## src/rtl/xw_pkg.sv

```systemverilog
package xw_pkg;
  typedef enum logic [1:0] {
    WS_IDLE    = 2'd0,
    WS_RD_DIR  = 2'd1,
    WS_RD_TBL  = 2'd2,
    WS_DONE    = 2'd3
  } walk_st_e;
endpackage

```

## src/rtl/xw_addr_gen.sv

```systemverilog
module xw_addr_gen #(
  parameter int DIR_IDX_W = 10,
  parameter int TBL_IDX_W = 10,
  parameter int OFS_W     = 12
) (
  input  logic                                   sel_tbl,
  input  logic [DIR_IDX_W+TBL_IDX_W-1:0]         dir_frame,
  input  logic [DIR_IDX_W+TBL_IDX_W-1:0]         tbl_frame,
  input  logic [DIR_IDX_W+TBL_IDX_W+OFS_W-1:OFS_W] lin_hi,
  output logic [DIR_IDX_W+TBL_IDX_W+OFS_W-1:0]   addr
);
  localparam int ADDR_W  = DIR_IDX_W + TBL_IDX_W + OFS_W;
  localparam int BIG_W   = TBL_IDX_W + OFS_W;
  localparam int PAD_W   = OFS_W - DIR_IDX_W;

  logic [ADDR_W-1:0] dir_addr;
  logic [ADDR_W-1:0] tbl_addr;

  assign dir_addr = {dir_frame, lin_hi[ADDR_W-1:BIG_W], {PAD_W{1'b0}}};
  assign tbl_addr = {tbl_frame, lin_hi[BIG_W-1:OFS_W], {PAD_W{1'b0}}};
  assign addr     = sel_tbl ? tbl_addr : dir_addr;
endmodule

```

## src/rtl/xw_pa_compose.sv

```systemverilog
module xw_pa_compose #(
  parameter int DIR_IDX_W = 10,
  parameter int TBL_IDX_W = 10,
  parameter int OFS_W     = 12
) (
  input  logic [DIR_IDX_W+TBL_IDX_W+OFS_W-1:0] lin,
  input  logic [DIR_IDX_W+TBL_IDX_W-1:0]       entry_frame,
  output logic [DIR_IDX_W+TBL_IDX_W+OFS_W-1:0] pa_big,
  output logic [DIR_IDX_W+TBL_IDX_W+OFS_W-1:0] pa_small
);
  localparam int FRAME_W = DIR_IDX_W + TBL_IDX_W;
  localparam int BIG_W   = TBL_IDX_W + OFS_W;

  assign pa_big   = {entry_frame[FRAME_W-1:TBL_IDX_W], lin[BIG_W-1:0]};
  assign pa_small = {entry_frame, lin[OFS_W-1:0]};
endmodule

```

## src/rtl/xw_walk_fsm.sv

```systemverilog
module xw_walk_fsm
  import xw_pkg::*;
#(
  parameter int DIR_IDX_W   = 10,
  parameter int TBL_IDX_W   = 10,
  parameter int OFS_W       = 12,
  parameter int PS_BIT      = 7,
  parameter int PRESENT_BIT = 0
) (
  input  logic                                 clk,
  input  logic                                 rst_n,
  input  logic                                 large_en,
  input  logic                                 req_valid,
  output logic                                 req_ready,
  input  logic [DIR_IDX_W+TBL_IDX_W+OFS_W-1:0] req_lin,
  output logic                                 mem_req_valid,
  input  logic                                 mem_req_ready,
  input  logic                                 mem_rsp_valid,
  input  logic                                 rsp_present,
  input  logic                                 rsp_ps,
  input  logic [DIR_IDX_W+TBL_IDX_W-1:0]       rsp_frame,
  input  logic [DIR_IDX_W+TBL_IDX_W+OFS_W-1:0] pa_big,
  input  logic [DIR_IDX_W+TBL_IDX_W+OFS_W-1:0] pa_small,
  output logic                                 sel_tbl,
  output logic [DIR_IDX_W+TBL_IDX_W+OFS_W-1:0] lin_q,
  output logic [DIR_IDX_W+TBL_IDX_W-1:0]       tbl_frame_q,
  output logic                                 res_valid,
  output logic [DIR_IDX_W+TBL_IDX_W+OFS_W-1:0] res_paddr,
  output logic                                 res_fault,
  output logic                                 res_fault_tbl
);
  localparam int ADDR_W  = DIR_IDX_W + TBL_IDX_W + OFS_W;
  localparam int FRAME_W = DIR_IDX_W + TBL_IDX_W;

  walk_st_e          st_q;
  logic              issued_q;
  logic              rsp_take;
  logic              go_big;
  logic [ADDR_W-1:0] pa_q;
  logic              flt_q;
  logic              flt_tbl_q;

  assign req_ready     = (st_q == WS_IDLE);
  assign sel_tbl       = (st_q == WS_RD_TBL);
  assign mem_req_valid = ((st_q == WS_RD_DIR) || (st_q == WS_RD_TBL)) && !issued_q;
  assign rsp_take      = issued_q && mem_rsp_valid &&
                         ((st_q == WS_RD_DIR) || (st_q == WS_RD_TBL));
  assign go_big        = large_en && rsp_ps;

  always_ff @(posedge clk) begin
    if (!rst_n) begin
      st_q        <= WS_IDLE;
      issued_q    <= 1'b0;
      lin_q       <= '0;
      tbl_frame_q <= '0;
      pa_q        <= '0;
      flt_q       <= 1'b0;
      flt_tbl_q   <= 1'b0;
    end else begin
      case (st_q)
        WS_IDLE: begin
          if (req_valid) begin
            lin_q     <= req_lin;
            issued_q  <= 1'b0;
            flt_q     <= 1'b0;
            flt_tbl_q <= 1'b0;
            st_q      <= WS_RD_DIR;
          end
        end
        WS_RD_DIR: begin
          if (mem_req_valid && mem_req_ready) issued_q <= 1'b1;
          if (rsp_take) begin
            if (!rsp_present) begin
              flt_q     <= 1'b1;
              flt_tbl_q <= 1'b0;
              pa_q      <= '0;
              st_q      <= WS_DONE;
            end else if (go_big) begin
              pa_q <= pa_big;
              st_q <= WS_DONE;
            end else begin
              tbl_frame_q <= rsp_frame;
              issued_q    <= 1'b0;
              st_q        <= WS_RD_TBL;
            end
          end
        end
        WS_RD_TBL: begin
          if (mem_req_valid && mem_req_ready) issued_q <= 1'b1;
          if (rsp_take) begin
            if (!rsp_present) begin
              flt_q     <= 1'b1;
              flt_tbl_q <= 1'b1;
              pa_q      <= '0;
            end else begin
              pa_q <= pa_small;
            end
            st_q <= WS_DONE;
          end
        end
        default: begin
          issued_q <= 1'b0;
          st_q     <= WS_IDLE;
        end
      endcase
    end
  end

  assign res_valid     = (st_q == WS_DONE);
  assign res_paddr     = pa_q;
  assign res_fault     = flt_q;
  assign res_fault_tbl = flt_tbl_q;

  AST_REQ_HOLD: assert property (@(posedge clk) disable iff (!rst_n)
    mem_req_valid && !mem_req_ready |=> mem_req_valid) else $error("read request dropped");
  AST_ONE_OUTSTANDING: assert property (@(posedge clk) disable iff (!rst_n)
    mem_req_valid && mem_req_ready |=> !mem_req_valid) else $error("second read issued");
  AST_RES_PULSE: assert property (@(posedge clk) disable iff (!rst_n)
    res_valid |=> !res_valid && req_ready) else $error("result not a single pulse");
  AST_BUSY_NO_ACCEPT: assert property (@(posedge clk) disable iff (!rst_n)
    req_valid && req_ready |=> !req_ready) else $error("ready during walk");
  AST_READ_NOT_IDLE: assert property (@(posedge clk) disable iff (!rst_n)
    mem_req_valid |-> !req_ready && !res_valid) else $error("read outside walk");

  logic unused_frame_lo;
  assign unused_frame_lo = ^rsp_frame[FRAME_W-1:0] & 1'b0;
endmodule

```

## src/rtl/xw_walker.sv

```systemverilog
module xw_walker #(
  parameter int DIR_IDX_W   = 10,
  parameter int TBL_IDX_W   = 10,
  parameter int OFS_W       = 12,
  parameter int PS_BIT      = 7,
  parameter int PRESENT_BIT = 0
) (
  input  logic                                 clk,
  input  logic                                 rst_n,
  input  logic                                 large_en,
  input  logic [DIR_IDX_W+TBL_IDX_W-1:0]       dir_frame,
  input  logic                                 req_valid,
  output logic                                 req_ready,
  input  logic [DIR_IDX_W+TBL_IDX_W+OFS_W-1:0] req_lin,
  output logic                                 mem_req_valid,
  input  logic                                 mem_req_ready,
  output logic [DIR_IDX_W+TBL_IDX_W+OFS_W-1:0] mem_req_addr,
  input  logic                                 mem_rsp_valid,
  input  logic [DIR_IDX_W+TBL_IDX_W+OFS_W-1:0] mem_rsp_data,
  output logic                                 res_valid,
  output logic [DIR_IDX_W+TBL_IDX_W+OFS_W-1:0] res_paddr,
  output logic                                 res_fault,
  output logic                                 res_fault_tbl
);
  localparam int ADDR_W  = DIR_IDX_W + TBL_IDX_W + OFS_W;
  localparam int FRAME_W = DIR_IDX_W + TBL_IDX_W;

  logic               sel_tbl;
  logic [ADDR_W-1:0]  lin_q;
  logic [FRAME_W-1:0] tbl_frame_q;
  logic [ADDR_W-1:0]  pa_big;
  logic [ADDR_W-1:0]  pa_small;
  logic [FRAME_W-1:0] rsp_frame;
  logic               unused_rsp_bits;

  assign rsp_frame       = mem_rsp_data[ADDR_W-1:OFS_W];
  assign unused_rsp_bits = ^mem_rsp_data[OFS_W-1:0];

  xw_addr_gen #(.DIR_IDX_W(DIR_IDX_W), .TBL_IDX_W(TBL_IDX_W), .OFS_W(OFS_W)) u_addr (
    .sel_tbl   (sel_tbl),
    .dir_frame (dir_frame),
    .tbl_frame (tbl_frame_q),
    .lin_hi    (lin_q[ADDR_W-1:OFS_W]),
    .addr      (mem_req_addr)
  );

  xw_pa_compose #(.DIR_IDX_W(DIR_IDX_W), .TBL_IDX_W(TBL_IDX_W), .OFS_W(OFS_W)) u_pa (
    .lin         (lin_q),
    .entry_frame (rsp_frame),
    .pa_big      (pa_big),
    .pa_small    (pa_small)
  );

  xw_walk_fsm #(
    .DIR_IDX_W(DIR_IDX_W), .TBL_IDX_W(TBL_IDX_W), .OFS_W(OFS_W),
    .PS_BIT(PS_BIT), .PRESENT_BIT(PRESENT_BIT)
  ) u_fsm (
    .clk           (clk),
    .rst_n         (rst_n),
    .large_en      (large_en),
    .req_valid     (req_valid),
    .req_ready     (req_ready),
    .req_lin       (req_lin),
    .mem_req_valid (mem_req_valid),
    .mem_req_ready (mem_req_ready),
    .mem_rsp_valid (mem_rsp_valid),
    .rsp_present   (mem_rsp_data[PRESENT_BIT]),
    .rsp_ps        (mem_rsp_data[PS_BIT]),
    .rsp_frame     (rsp_frame),
    .pa_big        (pa_big),
    .pa_small      (pa_small),
    .sel_tbl       (sel_tbl),
    .lin_q         (lin_q),
    .tbl_frame_q   (tbl_frame_q),
    .res_valid     (res_valid),
    .res_paddr     (res_paddr),
    .res_fault     (res_fault),
    .res_fault_tbl (res_fault_tbl)
  );

  AST_STABLE_ADDR: assert property (@(posedge clk) disable iff (!rst_n)
    mem_req_valid && !mem_req_ready |=> $stable(mem_req_addr)) else $error("read address moved");
  AST_FAULT_LEVEL: assert property (@(posedge clk) disable iff (!rst_n)
    res_valid && res_fault_tbl |-> res_fault) else $error("table level without fault");
endmodule

```

## config.mk

```make
export PLATFORM = sky130hd
export DESIGN_NAME = xw_walker
export DESIGN_NICKNAME = d
export VERILOG_FILES = /design/src/rtl/xw_pkg.sv /design/src/rtl/xw_addr_gen.sv /design/src/rtl/xw_pa_compose.sv /design/src/rtl/xw_walk_fsm.sv /design/src/rtl/xw_walker.sv
export SDC_FILE = /design/constraint.sdc
export NUM_CORES = 1
export LEC_CHECK = 0
export ABC_CLOCK_PERIOD_IN_PS = 5900
export CAP_MARGIN = 20
export CORE_MARGIN = 4
export CORE_UTILIZATION = 50
export CTS_CLUSTER_SIZE = 10
export DETAILED_ROUTE_END_ITERATION = 8
export DONT_BUFFER_PORTS = 1
export GPL_ROUTABILITY_DRIVEN = 0
export PLACE_DENSITY = 0.66
export SETUP_SLACK_MARGIN = 0.15
export SKIP_LAST_GASP = 1
export SLEW_MARGIN = 20
export SYNTH_ARGS = -nofsm -noshare
export SYNTH_HDL_FRONTEND = slang
export SYNTH_SLANG_ARGS = --single-unit
```

## constraint.sdc

```tcl
create_clock -name clk -period 5.9 [get_ports clk]
set_input_delay 0 -clock clk [delete_from_list [all_inputs] [get_ports clk]]
set_output_delay 0 -clock clk [all_outputs]
set_load 0.01 [all_outputs]
```

After elaboration in Yosys (flattened, before gate mapping)
Cells that the tools add are included.
Storage, ports and cells
  flip-flop bits (word level): 89
  bits of input ports: 90
  output and inout port bits: 69
  word-level logic and storage cells: 62
Operators by class
  equal/unequal tests: 11
  mux-type cells: 25
  bitwise gates (word level): 1
  reductions and logical operators: 18
Operator list (count)
  2-to-1 mux 32 bit: 6
  case mux 32 bit (2 select lines): 1
  AND reduction 4 bit: 3
  2-to-1 mux 1 bit: 10
  2-to-1 mux 2 bit: 4
  != test 2 bit (second input constant): 4
  != test 2 x 1 -> 1 bit (second input constant): 3
  case mux 1 bit (3 select lines): 2
  case mux 2 bit (3 select lines): 1
  AND reduction 6 bit: 1
  logical AND 1 bit: 5
  equality test 2 bit (second input constant): 2
  nonzero test 2 bit: 2
  != test 3 x 2 -> 1 bit (second input constant): 1
  AND reduction 3 bit: 1
  nonzero test 3 bit: 1
  equality test 2 x 1 -> 1 bit (second input constant): 1
  logical NOT 2 bit: 1
  case mux 1 bit (2 select lines): 1
  AND reduction 2 bit: 1
  OR reduction 2 bit: 1
  logical NOT 1 bit: 1
  logical OR 1 bit: 1
  inverter 1 bit: 1

Longest topological paths before layout
  depth after elaboration: 9
  depth in mapped cells: 7

Hierarchy
A second synthesis with hierarchy kept.
Unflattened totals
  cells, all modules: 557
  area total of the unflattened synthesis: 4997.3 um2
By module, submodules not included
  xw_walk_fsm: instances 1, cells an instance 457, area each 4013.8 um2, sequential area each 1781.7 um2
  xw_addr_gen: instances 1, cells an instance 36, area each 503.0 um2, sequential area each 0.0 um2
  xw_pa_compose: instances 1, cells an instance 64, area each 480.5 um2, sequential area each 0.0 um2

Least setup slack after synthesis
Ideal clock, no wire load.
  path kind: reg-to-reg
  start: register u_fsm.st_q[0]
  end: register u_fsm.pa_q[0] (netlist: u_fsm.res_paddr[0])
  library setup time: 0.072 ns
  arrival: 1.782 ns
  required time: 5.828 ns
  slack: 4.046 ns
  stages on the path, launching flop included: 8
  path buffers: 2
  period minus slack after synthesis: 1.854 ns
  cell sequence: dfxtp_1 inv_1 ha_1 buf_6 or2_4 a221oi_4 buf_6 mux2i_1
On the way
  cells in the longest elaborated chain, start to end: 5
  elaborated cells on any way between the ends: 10
  classes of those cells: eq/ne: 5; mux: 1; reduce/logical: 4
Ends and longest elaborated chain
  start, declared: RTL line xw_walk_fsm.sv:35  | walk_st_e st_q;
  start signal, assigned: RTL line xw_walk_fsm.sv:52  | st_q <= WS_IDLE;
  start signal, assigned: RTL line xw_walk_fsm.sv:67  | st_q <= WS_RD_DIR;
  start signal, assigned: RTL line xw_walk_fsm.sv:77  | st_q <= WS_DONE;
  equality test 2 bit (*)
  net sel_tbl: RTL line xw_walker.sv:28  | logic sel_tbl;
  logical OR 1 bit: RTL line xw_walk_fsm.sv:47  | ((st_q == WS_RD_DIR) || (st_q == WS_RD_TBL));
  logical AND 1 bit: RTL line xw_walk_fsm.sv:46  | assign rsp_take = issued_q && mem_rsp_valid &&
  != test 2 x 1 -> 1 bit (no source line)
  AND reduction 4 bit (no source line)
  end signal, assigned: RTL line xw_walk_fsm.sv:79  | pa_q <= pa_big;
  end signal, assigned: RTL line xw_walk_fsm.sv:96  | pa_q <= pa_small;
  end, declared: RTL line xw_walk_fsm.sv:39  | logic [ADDR_W-1:0] pa_q;
Mark *: on every way through the listed nets, which the timed path passes. The rest lies on a longest branch.
A chain may end at the register's enable or synchronous reset.

Worst setup path in the final report
  start: register u_fsm.st_q[0]
  end: register u_fsm.pa_q[4] (netlist: u_fsm.res_paddr[4])
Same word-level chain as after synthesis.

==> key figures <==
GRT
  – Antenna violations before repair: 0
  – GRT Overall Usage: 0.209
  – Largest net degree at the start of global routing: 100
  – Vias in the first global route: 3269
  – First-pass GRT wire length: 16.5 mm
  – Congestion Overflow GR: 0

STA
  – Least-Margin Pin Slew: 1.11 ns
  – Min Hold Slack: 0.0433 ns
  – Setup violators final: 0
  – Max Transition Viols Final: 0
  – Setup TNS: 0 ns
  – Slew margin rel.: 0.261
  – Max Fclk: 320 MHz
  – Final worst slack: 2.78 ns
  – RSZ-0062 raised after global routing: no
  – Setup Skew: 0.0122 ns
  – Final Critical Period: 3.12 ns
  – Hold Vio Cnt, Final: 0
  – Tcrit/Tclk final: 0.529

Clock network
  – Root buf cell: clkbuf_8
  – CTS Buffer Depth: 2
  – Reg clk slew, reported paths: 0.09 ns
  – TritonCTS clock tree: built
  – Worst-Skew Late Latency: 0.35 ns
  – Clock sinks: 89
  – Post-CTS sizing: 0
  – TritonCTS Buffers: 9
  – Number of setup buffers added after CTS: 0
  – H-tree depth: 3

Layout
  – Fraction of layout cells with a size suffix above 1: 0.125
  – FILL cells: 702
  – Post-layout util: 0.626
  – Area of the multi-input gates: 0.00212 mm2
  – FF/Latch Area: 0.00178 mm2
  – Post-Layout Cell Count: 613
  – Antenna cell count: 0
  – Net count, final: 602
  – Area growth syn-to-layout: 20.0%
  – Final instance area: 0.00491 mm2

Worst setup path
  – CP Class: flip-flop to flip-flop
  – Worst r2r path cells: 6
  – CP max FO: 44
  – Slowest stage cell, crit path: a221oi_4
  – Worst reg-to-reg setup slack: 2.78 ns
  – FF-to-FF Start: u_fsm.st_q[0]
  – Critical R2R Capture: u_fsm.res_paddr[4]
  – Data required, critical path: 6.18 ns
  – CP startpoint: u_fsm.st_q[0]
  – Startpoint types: flip-flop
  – Crit end category: flip-flop
  – CP peak stage delay: 0.89 ns
  – Critical Path AT: 3.41 ns
  – Crit path cell chain: inv_1 > ha_2 > or2_4 > a221oi_4 > buf_4 > mux2i_1
  – End of the critical path: u_fsm.res_paddr[4]

Synth
  – Sequential area share after synthesis: 0.435
  – Seq cells post-synth: 89
  – Ys flop type: dfxtp_1
  – YS warnings: 0
  – Post-synthesis cell area: 0.00409 mm2
  – Post-Syn Instances: 466
  – Post-synth ARST share: 0
  – Count of different cell masters after synthesis: 34
  – Number of synthesized flops with an enable pin: 0
  – Syn_area_per_cell: 8.78 um2

Power
  – Maximum vdd drop: 0.176 mV
  – Static Leak: 1.78 nW
  – Tot Pwr: 1.77 mW
  – Pwr/cell area: 360 mW/mm2

Die
  – FP Rows: 32
  – Die area: 0.00970 mm2
  – IO Pins: 159
  – Horiz. Die Dim: 98.5 um
  – Placeable Area: 0.00785 mm2
  – Initial cell density of the core: 0.522
  – Die height: 98.5 um

Detailed routing
  – Via count: 3338
  – Routed wire length per instance: 17.0 um
  – DRC Markers: 0
  – Final wirelength: 10.4 mm
  – Drt first-iter violations: 88
  – Antenna-violating nets left: 0
  – Post-DR vias/cell: 5.45
  – Pre-antenna DRT Iters: 4

Hold path
  – HP Class: input port to flip-flop

Placed design
  – Placed Cells: 534
  – Placed Area: 0.00407 mm2
  – Worst slack, placed: 2.80 ns
  – PortBufs: 0
  – Final HPWL DP: 6.62 mm

Run
  – Max_cap viols: 0

Outcome
  – Outcome: complete, no violations
## worst max-delay path: cells and delay by family (launching register included)
family,cells,cell delay (ns)
adder cells (fa/ha/maj),1,0.52
multiplexers,1,0.24
flip-flops,1,0.41
AO/OA/AOI/OAI,1,0.89
AND/OR/NAND/NOR,1,0.42
buffers and inverters,2,0.55
## per-layer routing
metal	part of all wire	up-vias	global-route usage
li1	-	1634	-
met1	0.42	1574	0.257
met2	0.49	117	0.358
met3	0.079	13	0.0573
met4	0.013	0	0.0641
met5	0	-	0
## repair_timing
action / CTS / global route
endpoints found under the hold margin: 89 / 5
hold buffers: 62 / 1
endpoints found under the setup margin: 0 / 0
## area by class of cell
type,count,area share
multi-input cells,334,0.431
flip-flops and latches,89,0.363
repair buffers,66,0.138
clock buffers,10,0.0280
well taps,102,0.0260
clock inverters,5,0.00841
inverters,7,0.00535
## where the power goes
group / switching (mW) / total [mW] / internal, mW
logic: 0.371 / 0.652 / 0.281
clock network: 0.216 / 0.382 / 0.165
registers: 0.0636 / 0.735 / 0.671
## sequential cells by signal, indices dropped and copies added (netlist names)
signal,cells
u_fsm.issued_q,1
u_fsm.lin_q,32
u_fsm.res_fault,1
u_fsm.res_fault_tbl,1
u_fsm.res_paddr,32
u_fsm.st_q,2
u_fsm.tbl_frame_q,20
## worst min-delay path by stage
| stage | start | to | slack, ns | cells after the start |
|---|---|---|---|---|
| 2_1_floorplan | req_lin[22] | u_fsm.lin_q[22] | 0.14 | 2 |
| 3_3_place_gp | req_lin[5] | u_fsm.lin_q[5] | 0.14 | 2 |
| 3_5_place_dp | req_lin[5] | u_fsm.lin_q[5] | 0.14 | 2 |
| 4_1_cts | req_valid | u_fsm.st_q[0] | 0.03 | 3 |
| 5_1_grt | mem_rsp_valid | u_fsm.res_fault_tbl | 0.06 | 3 |
| 6_report | req_valid | u_fsm.st_q[0] | 0.04 | 3 |
## cells in the final DEF, fill, tap and decap left out, types with 3 or more instances in the layout
master         instances
nand2_1              152
inv_1                  6
mux2_2                40
nor2_1                 3
dfxtp_1               89
clkbuf_8              10
mux2i_1               53
dlygate4sd3_1         62
nand3_1               24
a21oi_1               34
ha_1                   4
## cell usage after synthesis, types with 3 or more instances
| cell type | instances | area share |
|---|---|---|
| nor2_1 | 3 | 0.0028 |
| buf_2 | 7 | 0.0086 |
| inv_1 | 6 | 0.0055 |
| ha_1 | 5 | 0.015 |
| a21oi_1 | 34 | 0.042 |
| clkbuf_1 | 19 | 0.017 |
| nand2_1 | 152 | 0.14 |
| buf_6 | 4 | 0.011 |
| mux2i_1 | 53 | 0.13 |
| nand3_1 | 24 | 0.029 |
| buf_1 | 5 | 0.0046 |
| dfxtp_1 | 89 | 0.44 |
| mux2_2 | 40 | 0.11 |
## logic make-up (layout without fill, tap and decap cells)
logic type      Yosys count  in the layout  share of synthesized area
simple gates            187            187                      0.185
mux                      93             93                      0.240
flops                    89             89                      0.435
compound gates           47             47                     0.0725
buf+inv                  44             88                     0.0517
fa+ha+maj                 5              5                     0.0153
other cells               1              2                   0.000916
No activity file was read; power rests on OpenSTA's default activity.
